## config.mk

```make
export PLATFORM = sky130hd
export DESIGN_NAME = bcd_timekeeper
export DESIGN_NICKNAME = d
export VERILOG_FILES = /design/src/rtl/tk_pkg.sv /design/src/rtl/tk_prescaler.sv /design/src/rtl/tk_time_next.sv /design/src/rtl/bcd_timekeeper.sv
export SDC_FILE = /design/constraint.sdc
export NUM_CORES = 1
export LEC_CHECK = 0
export ABC_AREA = 0
export BUFFER_PORTS_ARGS = -buffer_cell sky130_fd_sc_hd__buf_2
export CAP_MARGIN = 30
export CORE_MARGIN = 8
export CORE_UTILIZATION = 35
export DETAILED_ROUTE_END_ITERATION = 10
export PLACE_DENSITY = 0.58
export SETUP_SLACK_MARGIN = 0.3
export SLEW_MARGIN = 20
export SYNTH_ARGS = -nofsm -noshare
export SYNTH_HDL_FRONTEND = slang
export SYNTH_SLANG_ARGS = --single-unit
```

## constraint.sdc

```tcl
create_clock -name clk -period 4.7 [get_ports clk]
set_clock_uncertainty 0.2 [all_clocks]
set_input_delay 1.175 -clock clk [delete_from_list [all_inputs] [get_ports clk]]
set_output_delay 1.175 -clock clk [all_outputs]
set_load 0.01 [all_outputs]
```

## src/rtl/tk_pkg.sv

```systemverilog
// Shared constants and BCD helpers for the timekeeping core.
// Assumes packed BCD bytes; illegal digits are not screened.
package tk_pkg;
    localparam int REG_COUNT = 7;
    localparam int ADDR_W    = 3;
    localparam int DATA_W    = 8;

    localparam int A_SEC  = 0;
    localparam int A_MIN  = 1;
    localparam int A_HOUR = 2;
    localparam int A_DOW  = 3;
    localparam int A_DATE = 4;
    localparam int A_MON  = 5;
    localparam int A_YEAR = 6;

    // Add one to a packed BCD byte.
    function automatic logic [7:0] bcd_inc(input logic [7:0] v);
        if (v[3:0] == 4'd9) return {v[7:4] + 4'd1, 4'd0};
        return {v[7:4], v[3:0] + 4'd1};
    endfunction

    // Step a BCD counter: {carry, next}; wraps from top to low.
    function automatic logic [8:0] bcd_step(input logic [7:0] v,
                                            input logic [7:0] top,
                                            input logic [7:0] low);
        if (v == top) return {1'b1, low};
        return {1'b0, bcd_inc(v)};
    endfunction

    // Last day of the month as BCD; leap years are BCD years divisible by 4.
    function automatic logic [7:0] month_last(input logic [4:0] mon,
                                              input logic [7:0] yr);
        logic [6:0] ybin;
        ybin = {3'b0, yr[7:4]} * 7'd10 + {3'b0, yr[3:0]};
        case (mon)
            5'h02:                      return (ybin[1:0] == 2'b00) ? 8'h29 : 8'h28;
            5'h04, 5'h06, 5'h09, 5'h11: return 8'h30;
            default:                    return 8'h31;
        endcase
    endfunction

    // Bits kept when software writes a register.
    function automatic logic [7:0] wr_mask(input int idx);
        case (idx)
            A_SEC, A_MIN, A_HOUR: return 8'h7F;
            A_DOW:                return 8'h07;
            A_DATE:               return 8'h3F;
            A_MON:                return 8'h9F;
            default:              return 8'hFF;
        endcase
    endfunction

    // Register contents after reset.
    function automatic logic [7:0] reset_val(input int idx);
        case (idx)
            A_DOW, A_DATE, A_MON: return 8'h01;
            default:              return 8'h00;
        endcase
    endfunction
endpackage

```

## src/rtl/tk_prescaler.sv

```systemverilog
// Sub-second prescaler: counts oscillator-enable pulses and issues a
// one-cycle tick on the last pulse of each second. A restart clears the
// count, which also re-phases the square wave (high in the second half).
// Assumes TICKS >= 2.
module tk_prescaler #(
    parameter int TICKS = 32768
) (
    input  logic clk,
    input  logic rst_n,
    input  logic osc_en,
    input  logic restart,
    input  logic sqw_en,
    output logic tick,
    output logic sqw
);
    localparam int CNT_W = $clog2(TICKS);
    localparam int HALF  = TICKS / 2;

    logic [CNT_W-1:0] cnt_q;
    logic             last;

    assign last = (cnt_q == CNT_W'(TICKS - 1));
    // Tick on the final pulse of a second unless a restart cancels it.
    assign tick = osc_en && last && !restart;
    // Square wave: high for the second half of each second.
    assign sqw  = sqw_en && (cnt_q >= CNT_W'(HALF));

    // Count oscillator pulses modulo TICKS; restart has priority.
    always_ff @(posedge clk) begin
        if (!rst_n)       cnt_q <= '0;
        else if (restart) cnt_q <= '0;
        else if (osc_en)  cnt_q <= last ? '0 : cnt_q + 1'b1;
    end

    AST_CNT_RANGE: assert property (@(posedge clk) disable iff (!rst_n)
        {1'b0, cnt_q} < (CNT_W+1)'(TICKS));
    AST_RESTART_LOW: assert property (@(posedge clk) disable iff (!rst_n)
        restart |=> !sqw);
endmodule

```

## src/rtl/tk_time_next.sv

```systemverilog
// Combinational next-second calculator: from the current register bank
// it forms the bank one second later, with the full carry chain through
// hours (12/24-hour), day of week, date, month, year and century.
// Assumes legal BCD contents; illegal values give undefined results.
module tk_time_next
    import tk_pkg::*;
(
    input  logic [REG_COUNT-1:0][7:0] cur,
    output logic [REG_COUNT-1:0][7:0] nxt
);
    logic [8:0] s_sec, s_min, s_h24, s_dow, s_date, s_mon, s_year;
    logic [7:0] hour_nxt;
    logic       c_hour, c_day;

    // Seconds, minutes and 24-hour steps (each uses its own carry in).
    always_comb begin
        s_sec  = bcd_step({1'b0, cur[A_SEC][6:0]}, 8'h59, 8'h00);
        s_min  = bcd_step({1'b0, cur[A_MIN][6:0]}, 8'h59, 8'h00);
        s_h24  = bcd_step({2'b0, cur[A_HOUR][5:0]}, 8'h23, 8'h00);
        c_hour = s_sec[8] && s_min[8];
    end

    // Hour step in either encoding; reports the midnight carry.
    always_comb begin
        hour_nxt = cur[A_HOUR];
        c_day    = 1'b0;
        if (cur[A_HOUR][6]) begin
            if (cur[A_HOUR][4:0] == 5'h12) begin
                hour_nxt = {2'b01, cur[A_HOUR][5], 5'h01};
            end else if (cur[A_HOUR][4:0] == 5'h11) begin
                hour_nxt = {2'b01, ~cur[A_HOUR][5], 5'h12};
                c_day    = cur[A_HOUR][5];
            end else begin
                hour_nxt = {2'b01, cur[A_HOUR][5], bcd_inc({3'b0, cur[A_HOUR][4:0]})[4:0]};
            end
        end else begin
            hour_nxt = {2'b00, s_h24[5:0]};
            c_day    = s_h24[8];
        end
    end

    // Calendar steps: day of week, date by month length, month, year.
    always_comb begin
        s_dow  = bcd_step({5'b0, cur[A_DOW][2:0]}, 8'h07, 8'h01);
        s_date = bcd_step({2'b0, cur[A_DATE][5:0]},
                          month_last(cur[A_MON][4:0], cur[A_YEAR]), 8'h01);
        s_mon  = bcd_step({3'b0, cur[A_MON][4:0]}, 8'h12, 8'h01);
        s_year = bcd_step(cur[A_YEAR], 8'h99, 8'h00);
    end

    // Assemble the advanced bank along the carry chain.
    always_comb begin
        nxt = cur;
        nxt[A_SEC] = s_sec[7:0];
        if (s_sec[8]) nxt[A_MIN] = s_min[7:0];
        if (c_hour) nxt[A_HOUR] = hour_nxt;
        if (c_hour && c_day) begin
            nxt[A_DOW]  = s_dow[7:0];
            nxt[A_DATE] = s_date[7:0];
            if (s_date[8]) begin
                nxt[A_MON] = {cur[A_MON][7], s_mon[6:0]};
                if (s_mon[8]) begin
                    nxt[A_YEAR] = s_year[7:0];
                    if (s_year[8]) nxt[A_MON][7] = ~cur[A_MON][7];
                end
            end
        end
    end
endmodule

```

## src/rtl/bcd_timekeeper.sv

```systemverilog
// Top of the BCD clock-calendar core: seven BCD registers with a
// per-cycle write port and same-cycle readback, advanced once per second
// by the prescaler. A write wins over an advance for its own register.
// Assumes one register write per cycle; addresses above 6 read as zero.
module bcd_timekeeper
    import tk_pkg::*;
#(
    parameter int TICKS_PER_SEC = 32768
) (
    input  logic              clk,
    input  logic              rst_n,
    input  logic              osc_en,
    input  logic              sqw_en,
    input  logic              wr_en,
    input  logic [ADDR_W-1:0] addr,
    input  logic [DATA_W-1:0] wdata,
    output logic [DATA_W-1:0] rdata,
    output logic              sqw_1hz,
    output logic              sec_pulse
);
    logic [REG_COUNT-1:0][7:0] regs_q;
    logic [REG_COUNT-1:0][7:0] regs_adv;
    logic                      tick;
    logic                      sec_wr;

    assign sec_wr = wr_en && (addr == ADDR_W'(A_SEC));

    tk_prescaler #(.TICKS(TICKS_PER_SEC)) u_prescaler (
        .clk     (clk),
        .rst_n   (rst_n),
        .osc_en  (osc_en),
        .restart (sec_wr),
        .sqw_en  (sqw_en),
        .tick    (tick),
        .sqw     (sqw_1hz)
    );

    tk_time_next u_next (
        .cur (regs_q),
        .nxt (regs_adv)
    );

    // Register bank: reset, masked write, or one-second advance.
    always_ff @(posedge clk) begin
        for (int i = 0; i < REG_COUNT; i++) begin
            if (!rst_n)                             regs_q[i] <= reset_val(i);
            else if (wr_en && addr == ADDR_W'(i))   regs_q[i] <= wdata & wr_mask(i);
            else if (tick)                          regs_q[i] <= regs_adv[i];
        end
    end

    // Marks the first cycle in which advanced values are visible.
    always_ff @(posedge clk) begin
        if (!rst_n) sec_pulse <= 1'b0;
        else        sec_pulse <= tick;
    end

    // Same-cycle readback of the addressed register.
    always_comb begin
        rdata = '0;
        for (int i = 0; i < REG_COUNT; i++)
            if (addr == ADDR_W'(i)) rdata = regs_q[i];
    end

    AST_SEC_CHANGES: assert property (@(posedge clk) disable iff (!rst_n)
        sec_pulse |-> regs_q[A_SEC] != $past(regs_q[A_SEC]));
    AST_CENTURY_FLIP: assert property (@(posedge clk) disable iff (!rst_n)
        (sec_pulse && !$past(wr_en) && $past(regs_q[A_YEAR]) == 8'h99 && regs_q[A_YEAR] == 8'h00)
        |-> regs_q[A_MON][7] != $past(regs_q[A_MON][7]));
    AST_DOW_RANGE: assert property (@(posedge clk) disable iff (!rst_n)
        (sec_pulse && !$past(wr_en) && $past(regs_q[A_DOW]) >= 8'd1 && $past(regs_q[A_DOW]) <= 8'd7)
        |-> (regs_q[A_DOW] >= 8'd1 && regs_q[A_DOW] <= 8'd7));
endmodule

```

Yosys cells after proc, flatten, opt, wreduce, memory -nomap -nowiden --
Index checks and enable logic that the tools add are counted.
Operators by class: multipliers 1, muxes and demuxes 102, bitwise gates (word level) 10, shift-type cells 0, reductions and logical operators 55, divide/modulo/power cells 0, equal/unequal tests 30, add/sub/neg operators 16, magnitude comparators 1
Operator list (count):
- 2-to-1 mux 8 bit | 54
- 2-to-1 mux 9 bit | 13
- bitwise AND 8 bit | 7
- nonzero test 2 bit | 18
- 2-to-1 mux 32 bit | 1
- adder 4 x 1 -> 4 bit (second input constant) | 7
- 2-to-1 mux 1 bit | 28
- == test 4 bit (second input constant) | 6
- == test 5 bit (second input constant) | 4
- 2-to-1 mux 16 bit | 1
- case mux 8 bit (2 select lines) | 1
- adder 15 x 1 -> 15 bit (second input constant) | 1
- == test 15 bit (second input constant) | 1
- >= comparator 15 bit (second input constant) | 1
- 2-to-1 mux 15 bit | 1
- AND reduction 5 bit | 3
- nonzero test 3 bit | 5
- == test 7 bit (second input constant) | 2
- adder 3 x 1 -> 4 bit (second input constant) | 3
- == test 3 bit (second input constant) | 4
- logical AND 1 bit | 12
- AND reduction 4 bit | 3
- == test 5 x 3 -> 1 bit (second input constant) | 2
- 2-to-1 mux 5 bit | 2
- other kinds (25) | 35
Storage, ports and cells: flip-flop bits (word level) 72, logic and storage cells 232, output and inout bits 10, ROM bits 0, memory bits (writable) 0, bits in latches 0, memories 0

Depth between registers and ports, before layout --
Gate-level depths: netlist (run 1).
word-level depth 14, mapped depth 9, depth with buffers taken out 8

Cells and area by module --
From an unflattened synthesis (run 1), not the netlist that was laid out.
Second synthesis, totals: cells, all modules 672, area total of the unflattened synthesis 5507.8 um2
By module, submodules not included:
- bcd_timekeeper | cells each 338, instances 1, area each 3148.0 um2
- tk_time_next | cells each 254, instances 1, area each 1667.8 um2
- tk_prescaler | cells each 80, instances 1, area each 691.9 um2

Worst setup path after synthesis (run 1) --
Ideal clock, no wire load.
path kind input port to output port, from in addr[0], to out rdata[3], stages on the path 5, path buffers 2, data required time 3325 ps, path slack 739 ps, data arrival time 2586 ps, path through buf_1 -> buf_1 -> mux2i_1 -> o21ai_0 -> mux2_2
On the way: cells in the longest elaborated chain, start to end 8, elaborated cells on any way between the ends 14, those cells by class 6 x eq/ne; 7 x mux; 1 x reduce/logical
Ends and longest elaborated chain:
- start: declaration | line bcd_timekeeper.sv:15 | input logic [ADDR_W-1:0] addr,
- logical NOT 3 bit | line bcd_timekeeper.sv:62 | if (addr == ADDR_W'(i)) rdata = regs_q[i];
- 2-to-1 mux 8 bit (6 in series) | line bcd_timekeeper.sv:62
- 2-to-1 mux 8 bit * | line bcd_timekeeper.sv:62
- end: declaration | line bcd_timekeeper.sv:17 | output logic [DATA_W-1:0] rdata,
Mark *: on every way between the ends. The rest lies on a longest branch, timed or not.

Final worst setup path (run 1) --
from in addr[0], to out rdata[1]
The elaborated chain is that of the path after synthesis.

==> flow_metrics.env, run 1 <==
export IMPL_status="finished, final reports clean"
export IMPL_cts_clk_slew_worst_paths_ps=60
export IMPL_p_switching_mw=0.402
export IMPL_final_core_utilization=0.393
export IMPL_antenna_cells=0
export IMPL_hpwl_mm=10.3
export IMPL_post_place_cells=754
export IMPL_power_total_mw=1.44
export IMPL_viasPerCell=5.83
export IMPL_drive_gt1_frac=0.136
export IMPL_core_um2=13100
export IMPL_placed_area_um2=4840
export IMPL_rrSetupSlack_ps=1730
export IMPL_fin_crit_ps=4020
export IMPL_syn_area_per_cell_um2=7.93
export IMPL_rsz0062_at_grt="no"
export IMPL_slowest_delay_ps=580
export IMPL_syn_nets=616
export IMPL_wl_per_cell_um=18.3
export IMPL_htree_num_levels=3
export IMPL_synth_cells=583
export IMPL_setup_tns_ps=0
export IMPL_ant_nets=0
export IMPL_endpoint="rdata[1]"
export IMPL_cts_sinks=65
export IMPL_yosysWarnings=0
export IMPL_timing_final_max_slew_violations=0
export IMPL_synth_simple_area_share=0.309
export IMPL_synth_ff_type="dfxtp_1"
export IMPL_grt_pass1_vias=4334
export IMPL_required_ps=3320
export IMPL_crit_arrival_ps=2650
export IMPL_synthAdderAreaFrac=0.0460
export IMPL_routed_via_count=4490
export IMPL_peakVddDrop_mv=0.181
export IMPL_p_int_mw=1.04
export IMPL_synthMuxAreaShare=0.0704
export IMPL_swShare=0.278
export IMPL_rows=42
export IMPL_dieArea_um2=17100
export IMPL_post_cts_resized=0
export IMPL_synth_xor_area_share=0.0379
export IMPL_finalCritPeriodShare=0.855
export IMPL_hold_buffers=0
export IMPL_fin_area_um2=5140
export IMPL_gp_congestion=0.870
export IMPL_slew_headroom=0.470
export IMPL_antenna_found_initial=0
export IMPL_grt_start_max_net_pins=26
export IMPL_wl_mm=14.1
export IMPL_cts_root_buf="clkbuf_16"
export IMPL_maxCapViolations=0
export IMPL_cp_max_fo=23
export IMPL_cp_startpoint="addr[0]"
export IMPL_synth_top_area_frac=0.282
export IMPL_clockPowerShare=0.480
export IMPL_synth_seq_cells=65
export IMPL_numCtsBuffers=9
export IMPL_first_pass_iters=4
export IMPL_start_kind="input port"
export IMPL_synth_edf_count=0
export IMPL_combPwrFrac=0.104
export IMPL_ioPinCount=26
export IMPL_hold_viol_final=0
export IMPL_cts_buffer_depth=2
export IMPL_die_w_um=131
export IMPL_tightest_slew_ps=794
export IMPL_synth_area_leaders="dfxtp_1 (28%), nand2_1 (5.3%), ha_1 (4.6%), nor2_1 (4.5%), mux2i_1 (4.1%)"
export IMPL_syn_to_final_growth_pct=11.3
export IMPL_drt_iter0_drc=450
export IMPL_track_usage=0.171
export IMPL_synth_compound_area_frac=0.206
export IMPL_crit_path_end_kind="primary output"
export IMPL_grt_overflow=0
export IMPL_yosys_cell_types_count=81
export IMPL_timing_rr_end="regs_q[14]$_SDFFE_PN0P_"
export IMPL_clk_latency_ps=330
export IMPL_io_buffer_count=25
export IMPL_grt_pass1_wl_mm=22.7
export IMPL_fin_nets=622
export IMPL_crit_top_cell="buf_2"
export IMPL_synth_top_family_by_area="simple AND/OR/NAND/NOR gates"
export IMPL_slowest_stage="mux4_2"
export IMPL_path_cells="buf_2, mux4_2, mux2_2, buf_2"
export IMPL_drc=0
export IMPL_leakagePower_nw=1.88
export IMPL_fin_cells=770
export IMPL_synth_seq_area_share=0.282
export IMPL_yosysTopAreaCell="dfxtp_1"
export IMPL_setup_viol=0
export IMPL_crit_type="input port to primary output"
export IMPL_synthArstFlopShare=0
export IMPL_start_util=0.353
export IMPL_fmax_mhz=249
export IMPL_synthesis_area_um2=4620
export IMPL_r2r_start="regs_q[0]$_SDFFE_PN0P_"
export IMPL_cts_tree="built"
export IMPL_die_y_um=131
export IMPL_seqPwrFrac=0.416
export IMPL_holdCritPathClass="register to register"
export IMPL_postCtsSetupRepairBufs=0
export IMPL_p_per_area_nw_per_um2=281
export IMPL_synthTopCellsByCount="dfxtp_1 (65), nand2_1 (65), nor2_1 (55), o21ai_0 (36), a21oi_1 (33)"
export IMPL_reg2reg_depth=6
==> final cells by class <==
class,count,area (um2)
Fill cell,1354,7940
Clock buffer,9,225
Inverter,19,71.3
Sequential cell,65,1300
Multi-Input combinational cell,465,3090
Timing Repair Buffer,29,155
Clock inverter,7,78.8
Tap cell,176,220
==> placed cells by master, fill, tap and decap left out, types with 9 or more instances in the layout <==
cell,netlist,layout
nand2_1,65,65
dfxtp_1,65,65
nor2_1,55,55
o21ai_0,36,36
a21oi_1,33,33
nand3_1,28,28
buf_2,8,25
inv_1,19,19
mux2i_1,19,19
ha_1,17,17
nand4_1,16,16
nor3_1,14,14
a211oi_1,14,14
xor2_1,13,13
a31oi_1,11,11
and3_1,10,10
clkbuf_16,0,9
==> through the flow <==
step                setup slack, ps  hold slack (ps)
floorplan                       739              230
global placement                712              240
detailed placement              678              254
CTS                             672              263
global route                    563              290
finish                          680              267
==> flip-flops by register name (all words and copies together) (netlist names) <==
register and cells:
regs_q 49, sec_pulse 1, u_prescaler.cnt_q 15
==> critical path: cells and delay by family <==
kind | cells | cell delay [ps]
buffers and inverters | 2 | 600
muxes | 2 | 870
==> per-layer routing <==
metal	up-vias	GRT usage	wire length, um
li1	2160	-	-
met4	0	0.0662	393
met1	2142	0.205	6170
met3	34	0.0455	927
met2	154	0.287	6600
met5	-	0	0
==> power by group through the flow <==
stage          sequential [mW]  clock, mW  combinational (mW)
3_3_place_gp             0.611          0               0.144
3_5_place_dp             0.611          0               0.149
2_1_floorplan            0.598          0               0.109
6_report                 0.600      0.693               0.150
4_1_cts                  0.599      0.706               0.150
5_1_grt                  0.603      0.724               0.168
==> cell families after synthesis <==
family,count (synthesis)
AOI/OAI and AO/OA,143
and+or+nand+nor,258
muxes,27
xor gates and xnor gates,20
adders and majority gates,17
DFF,65
buffers and inverters,53
==> worst min-delay path by stage <==
stage	depth (start not counted)	from	end	slack, ps
floorplan	2	regs_q[45]$_SDFFE_PN0P_	regs_q[45]$_SDFFE_PN0P_	230
global placement	2	regs_q[45]$_SDFFE_PN0P_	regs_q[45]$_SDFFE_PN0P_	240
detailed placement	2	regs_q[45]$_SDFFE_PN0P_	regs_q[45]$_SDFFE_PN0P_	250
CTS	2	regs_q[45]$_SDFFE_PN0P_	regs_q[45]$_SDFFE_PN0P_	260
global route	2	regs_q[45]$_SDFFE_PN0P_	regs_q[45]$_SDFFE_PN0P_	290
finish	2	regs_q[45]$_SDFFE_PN0P_	regs_q[45]$_SDFFE_PN0P_	270
Power figures use the tool's default switching activity.
==> inputs of run 2 (changes only) <==
Settings changed: PLACE_DENSITY 0.58 to 0.57, SYNTH_HIERARCHICAL set to 1.
==> run 2 against run 1 <==
Register-to-register slack got worse by 810 ps. Setup slack got worse by 160 ps. Non-clock buffer count increased by 3. Sequential share of layout area decreased by 1.3 points. Combinational power increased by 7%. Maximum frequency decreased by 3.9%. Final cell count increased by 16%. Critical path depth increased by 1. Global-route usage decreased by 2.1 points. Flip-flop and latch count increased by 7. First-iteration DRC count decreased by 15%. Highest routed layer is now met5.
==> flow_metrics.env, run 2 <==
export IMPL_status="finished, final reports clean"
export IMPL_synth_seq_cells=72
export IMPL_routed_via_count=4927
export IMPL_rsz0062_at_grt="no"
export IMPL_final_cell_mix="nand2_1 (96), dfxtp_1 (72), mux2i_1 (65)"
export IMPL_synthesis_area_um2=5510
export IMPL_fin_nets=712
export IMPL_drive_gt1_frac=0.0990
export IMPL_wl_mm=14.9
export IMPL_start_util=0.352
export IMPL_yosysWarnings=6
export IMPL_maxCapViolations=0
export IMPL_synth_cells=672
export IMPL_wl_per_cell_um=16.7
export IMPL_yosysTopAreaCell="dfxtp_1"
export IMPL_dieArea_um2=20000
export IMPL_viasPerCell=5.51
export IMPL_p_per_area_nw_per_um2=234
export IMPL_synthArstFlopShare=0
export IMPL_rows=46
export IMPL_power_total_mw=1.41
export IMPL_cts_clk_slew_worst_paths_ps=60
export IMPL_syn_to_final_growth_pct=9.18
export IMPL_slew_headroom=0.544
export IMPL_ant_nets=0
export IMPL_holdCritPathClass="register to register"
export IMPL_peakVddDrop_mv=0.140
export IMPL_grt_pass1_vias=4610
export IMPL_finalCritPeriodShare=0.890
export IMPL_hold_buffers=0
export IMPL_post_cts_resized=0
export IMPL_setup_tns_ps=0
export IMPL_top_register="regs_q"
export IMPL_die_w_um=141
export IMPL_grt_start_max_net_pins=53
export IMPL_timing_final_max_slew_violations=0
export IMPL_final_common_cell="nand2_1"
export IMPL_ioPinCount=26
export IMPL_synthTopCellsByCount="nand2_1 (96), dfxtp_1 (72), mux2i_1 (65), nor2_1 (56), o211a_1 (41)"
export IMPL_syn_area_per_cell_um2=8.20
export IMPL_crit_path_end_kind="primary output"
export IMPL_synth_top_area_frac=0.262
export IMPL_start_kind="input port"
export IMPL_antenna_found_initial=2
export IMPL_grt_overflow=0
export IMPL_syn_nets=709
export IMPL_crit_arrival_ps=2810
export IMPL_numCtsBuffers=9
export IMPL_hold_viol_final=0
export IMPL_clk_latency_ps=340
export IMPL_first_pass_iters=5
export IMPL_cts_root_buf="clkbuf_16"
export IMPL_postCtsSetupRepairBufs=0
export IMPL_gp_congestion=0.881
export IMPL_die_y_um=141
export IMPL_tightest_slew_ps=682
export IMPL_hpwl_mm=10.4
export IMPL_io_buffer_count=25
export IMPL_drc=0
export IMPL_yosys_cell_types_count=65
export IMPL_leakagePower_nw=2.64
export IMPL_synth_edf_count=0
export IMPL_required_ps=3320
export IMPL_setup_viol=0
export IMPL_cts_sinks=72
export IMPL_synth_ff_type="dfxtp_1"
export IMPL_top_regs="regs_q x56, u_prescaler/cnt_q x15, sec_pulse x1"
export IMPL_largest_reg_flops=56
export IMPL_core_um2=15700
export IMPL_htree_num_levels=3
export IMPL_cts_buffer_depth=2
export IMPL_crit_type="input port to primary output"
export IMPL_fin_crit_ps=4180
export IMPL_yosysMostFrequentCell="nand2_1"
export IMPL_track_usage=0.150
export IMPL_synth_area_leaders="dfxtp_1 (26%), mux2i_1 (12%), o211a_1 (7.5%), nand2_1 (6.5%), ha_1 (4.8%)"
export IMPL_fmax_mhz=239
export IMPL_grt_pass1_wl_mm=24.0
export IMPL_cts_tree="built"
export IMPL_synth_seq_area_share=0.262
export IMPL_cp_max_fo=12
export IMPL_drt_iter0_drc=384
-- run 2: cell count changes after synthesis, moves of 9 or more --
cell	previous run	this run
mux2i_1	19	65
nand2_1	65	96
a21oi_1	33	17
a211oi_1	14	0
o211a_1	2	41
nor3_1	14	5
-- run 2: critical path, cell delays in order --
cell and delay [ps]:
buf_2 290, nor2b_1 610, a32oi_1 200, a21oi_1 320
buf_2 200
-- run 2: final timing paths --
kind / startpoint / end / slack (ps) / depth (start not counted)
max: addr[0] / rdata[4] / 520 / 5
min: u_prescaler/cnt_q[14]$_SDFFE_PP0P_ / u_prescaler/cnt_q[14]$_SDFFE_PP0P_ / 300 / 2
max reg2reg: regs_q[16]$_SDFFE_PN0P_ / regs_q[50]$_SDFFE_PN0P_ / 920 / 12
min reg2reg: u_prescaler/cnt_q[14]$_SDFFE_PP0P_ / u_prescaler/cnt_q[14]$_SDFFE_PP0P_ / 300 / 2
-- run 2: cell families (layout without fill, tap and decap cells) --
logic type,count (synthesis),after routing,share of synthesized area
AND/OR/NAND/NOR,262,262,0.244
AO/OA/AOI/OAI,154,154,0.216
multiplexers,76,76,0.141
flip-flops,72,72,0.262
buffers and inverters,65,70,0.0543
XOR/XNOR,22,22,0.0350
adder cells (fa/ha/maj),21,21,0.0477
other,0,1,0
-- run 2: where the power goes --
part	internal [mW]	switching (mW)
logic	0.0647	0.0960
registers	0.625	0.0275
clock network	0.347	0.249
-- run 2: final cells by class --
cell class | count | area, um2
Antenna cell | 1 | 2.50
Clock buffer | 11 | 233
Clock inverter | 2 | 10.0
Fill cell | 1685 | 9640
Inverter | 25 | 93.8
Multi-Input combinational cell | 535 | 3770
Sequential cell | 72 | 1440
Tap cell | 216 | 270
Timing Repair Buffer | 32 | 190
-- run 2: metal layers --
layer / vias to the layer above / share of wire / global-route usage
met5: - / 0.00054 / 0
met4: 2 / 0.017 / 0.0514
met3: 22 / 0.036 / 0.0299
met2: 93 / 0.48 / 0.253
met1: 2368 / 0.47 / 0.188
li1: 2442 / - / -
-- run 2: metrics by stage --
| stage | cells | setup slack, ps | utilization | hold WS (ps) | cell area, um2 |
|---|---|---|---|---|---|
| floorplan | 672 | 1220 | - | 260 | 5510 |
| global placement | 879 | 665 | 0.368 | 276 | 5760 |
| detailed placement | 880 | 593 | 0.368 | 292 | 5770 |
| CTS | 893 | 592 | 0.384 | 300 | 6010 |
| global route | 894 | 518 | 0.384 | 332 | 6010 |
| finish | 894 | 518 | 0.384 | 296 | 6010 |
==> inputs of run 3 (changes only) <==
Settings changed: CORE_MARGIN 8 to 4, SKIP_LAST_GASP set to 1.
==> run 3 against run 2 <==
Sequential share of layout area down 0.18 points. Combinational power about the same. Via count up 0.16%. Worst hold slack worse by 2.7 ps. Sequential power about the same. Critical path depth unchanged. Power up 5.1%. Register-to-register slack better by 90 ps. Setup slack worse by 9.6 ps. Global-route usage up 1.3 points.
==> flow_metrics.env, run 3 (same netlist as run 2, synthesis figures left out) <==
export IMPL_status="finished, final reports clean"
export IMPL_drc=0
export IMPL_post_place_cells=875
export IMPL_leakagePower_nw=2.66
export IMPL_antenna_cells=0
export IMPL_slowest_delay_ps=450
export IMPL_cts_clk_slew_worst_paths_ps=60
export IMPL_cts_buffer_depth=2
export IMPL_clockPowerShare=0.452
export IMPL_routed_via_count=4935
export IMPL_wl_per_cell_um=16.5
export IMPL_grt_start_max_net_pins=53
export IMPL_tightest_slew_ps=675
export IMPL_cts_sinks=72
export IMPL_rsz0062_at_grt="no"
export IMPL_maxCapViolations=0
export IMPL_slowest_stage="buf_2"
export IMPL_ant_nets=0
export IMPL_setup_tns_ps=0
export IMPL_grt_pass1_vias=4492
export IMPL_core_um2=15300
export IMPL_placed_area_um2=5770
export IMPL_die_y_um=133
export IMPL_fmax_mhz=239
export IMPL_slew_headroom=0.548
export IMPL_ioPinCount=26
export IMPL_clk_latency_ps=340
export IMPL_crit_top_cell="buf_2"
export IMPL_p_per_area_nw_per_um2=244
export IMPL_rows=45
export IMPL_antenna_found_initial=2
export IMPL_crit_arrival_ps=2820
export IMPL_die_w_um=133
export IMPL_wl_mm=14.7
export IMPL_syn_to_final_growth_pct=10.0
export IMPL_holdPathStages=2
export IMPL_cts_tree="built"
export IMPL_fill_cells=1629
export IMPL_power_total_mw=1.48
export IMPL_seqPwrFrac=0.440
export IMPL_top_regs="regs_q x56, u_prescaler/cnt_q x15, sec_pulse x1"
export IMPL_grt_pass1_wl_mm=23.3
export IMPL_viasPerCell=5.54
export IMPL_track_usage=0.163
export IMPL_start_kind="input port"
export IMPL_final_common_cell="nand2_1"
export IMPL_finalCritPeriodShare=0.892
export IMPL_crit_type="input port to primary output"
export IMPL_fin_cells=891
export IMPL_numCtsBuffers=9
export IMPL_p_switching_mw=0.383
export IMPL_cts_root_buf="clkbuf_16"
export IMPL_drive_gt1_frac=0.103
export IMPL_path_cells="buf_2, and2b_1, a32o_1, a21oi_1, buf_2"
export IMPL_postCtsSetupRepairBufs=0
export IMPL_crit_path_end_kind="primary output"
export IMPL_hold_viol_final=0
export IMPL_drt_iter0_drc=334
export IMPL_required_ps=3320
export IMPL_hpwl_mm=10.3
export IMPL_largest_reg_flops=56
export IMPL_setup_viol=0
export IMPL_fin_nets=712
export IMPL_peakVddDrop_mv=0.153
export IMPL_combPwrFrac=0.108
export IMPL_fin_crit_ps=4190
export IMPL_io_buffer_count=25
export IMPL_multi_input_area_um2=3770
export IMPL_fin_area_um2=6060
export IMPL_reg2reg_depth=12
export IMPL_holdCritPathClass="register to register"
export IMPL_first_pass_iters=5
export IMPL_htree_num_levels=3
export IMPL_timing_final_max_slew_violations=0
export IMPL_grt_overflow=0
export IMPL_p_int_mw=1.10
export IMPL_dieArea_um2=17800
export IMPL_top_register="regs_q"
export IMPL_start_util=0.360
export IMPL_swShare=0.258
export IMPL_final_cell_mix="nand2_1 (96), dfxtp_1 (72), mux2i_1 (65)"
export IMPL_gp_congestion=0.819
export IMPL_cp_max_fo=23
export IMPL_regArea_um2=1440
-- run 3: final cells by class --
type / instances / share of cell area
Clock buffer: 12 / 0.0390
Clock inverter: 4 / 0.00743
Inverter: 25 / 0.0155
Multi-Input combinational cell: 535 / 0.623
Sequential cell: 72 / 0.238
Tap cell: 211 / 0.0436
Timing Repair Buffer: 32 / 0.0335
-- run 3: path summary, 6_finish.rpt --
kind / startpoint / slack [ps] / endpoint
max: addr[0] / 510 / rdata[5]
min: u_prescaler/cnt_q[14]$_SDFFE_PP0P_ / 290 / u_prescaler/cnt_q[14]$_SDFFE_PP0P_
max reg2reg: regs_q[16]$_SDFFE_PN0P_ / 1010 / regs_q[50]$_SDFFE_PN0P_
min reg2reg: u_prescaler/cnt_q[14]$_SDFFE_PP0P_ / 290 / u_prescaler/cnt_q[14]$_SDFFE_PP0P_
-- run 3: layer usage --
layer / track usage / wire length, um / up-vias / share of wire
met4: 0.0600 / 251 / 4 / 0.017
met3: 0.0310 / 734 / 23 / 0.050
met5: 0 / 15 / - / 0.0010
li1: - / - / 2445 / -
met2: 0.265 / 6770 / 127 / 0.46
met1: 0.217 / 6930 / 2336 / 0.47
-- run 3: through the flow --
step	setup slack [ps]	hold WS, ps	util
2_1_floorplan	1220	260	-
3_3_place_gp	520	281	0.377
3_5_place_dp	480	292	0.377
4_1_cts	465	300	0.395
5_1_grt	405	321	0.396
6_report	508	294	0.396
-- run 3: critical path: cells and delay by family --
kind                   cells  cell delay [ps]
AND/OR/NAND/NOR            1              420
buffers and inverters      2              640
AO/OA/AOI/OAI              2              560
-- run 3: power groups by stage --
| stage | combinational, mW | sequential, mW | clock [mW] |
|---|---|---|---|
| final | 0.160 | 0.652 | 0.669 |
| after global routing | 0.177 | 0.655 | 0.713 |
| after CTS | 0.160 | 0.651 | 0.690 |
| after detailed placement | 0.159 | 0.664 | 0 |
| after global placement | 0.154 | 0.664 | 0 |
| after floorplan | 0.117 | 0.655 | 0 |
-- run 3: timing repair --
item / in CTS / in global routing
setup endpoints to repair: 0 / 1
resized for setup: 0 / 1
hold buffers: 0 / 0
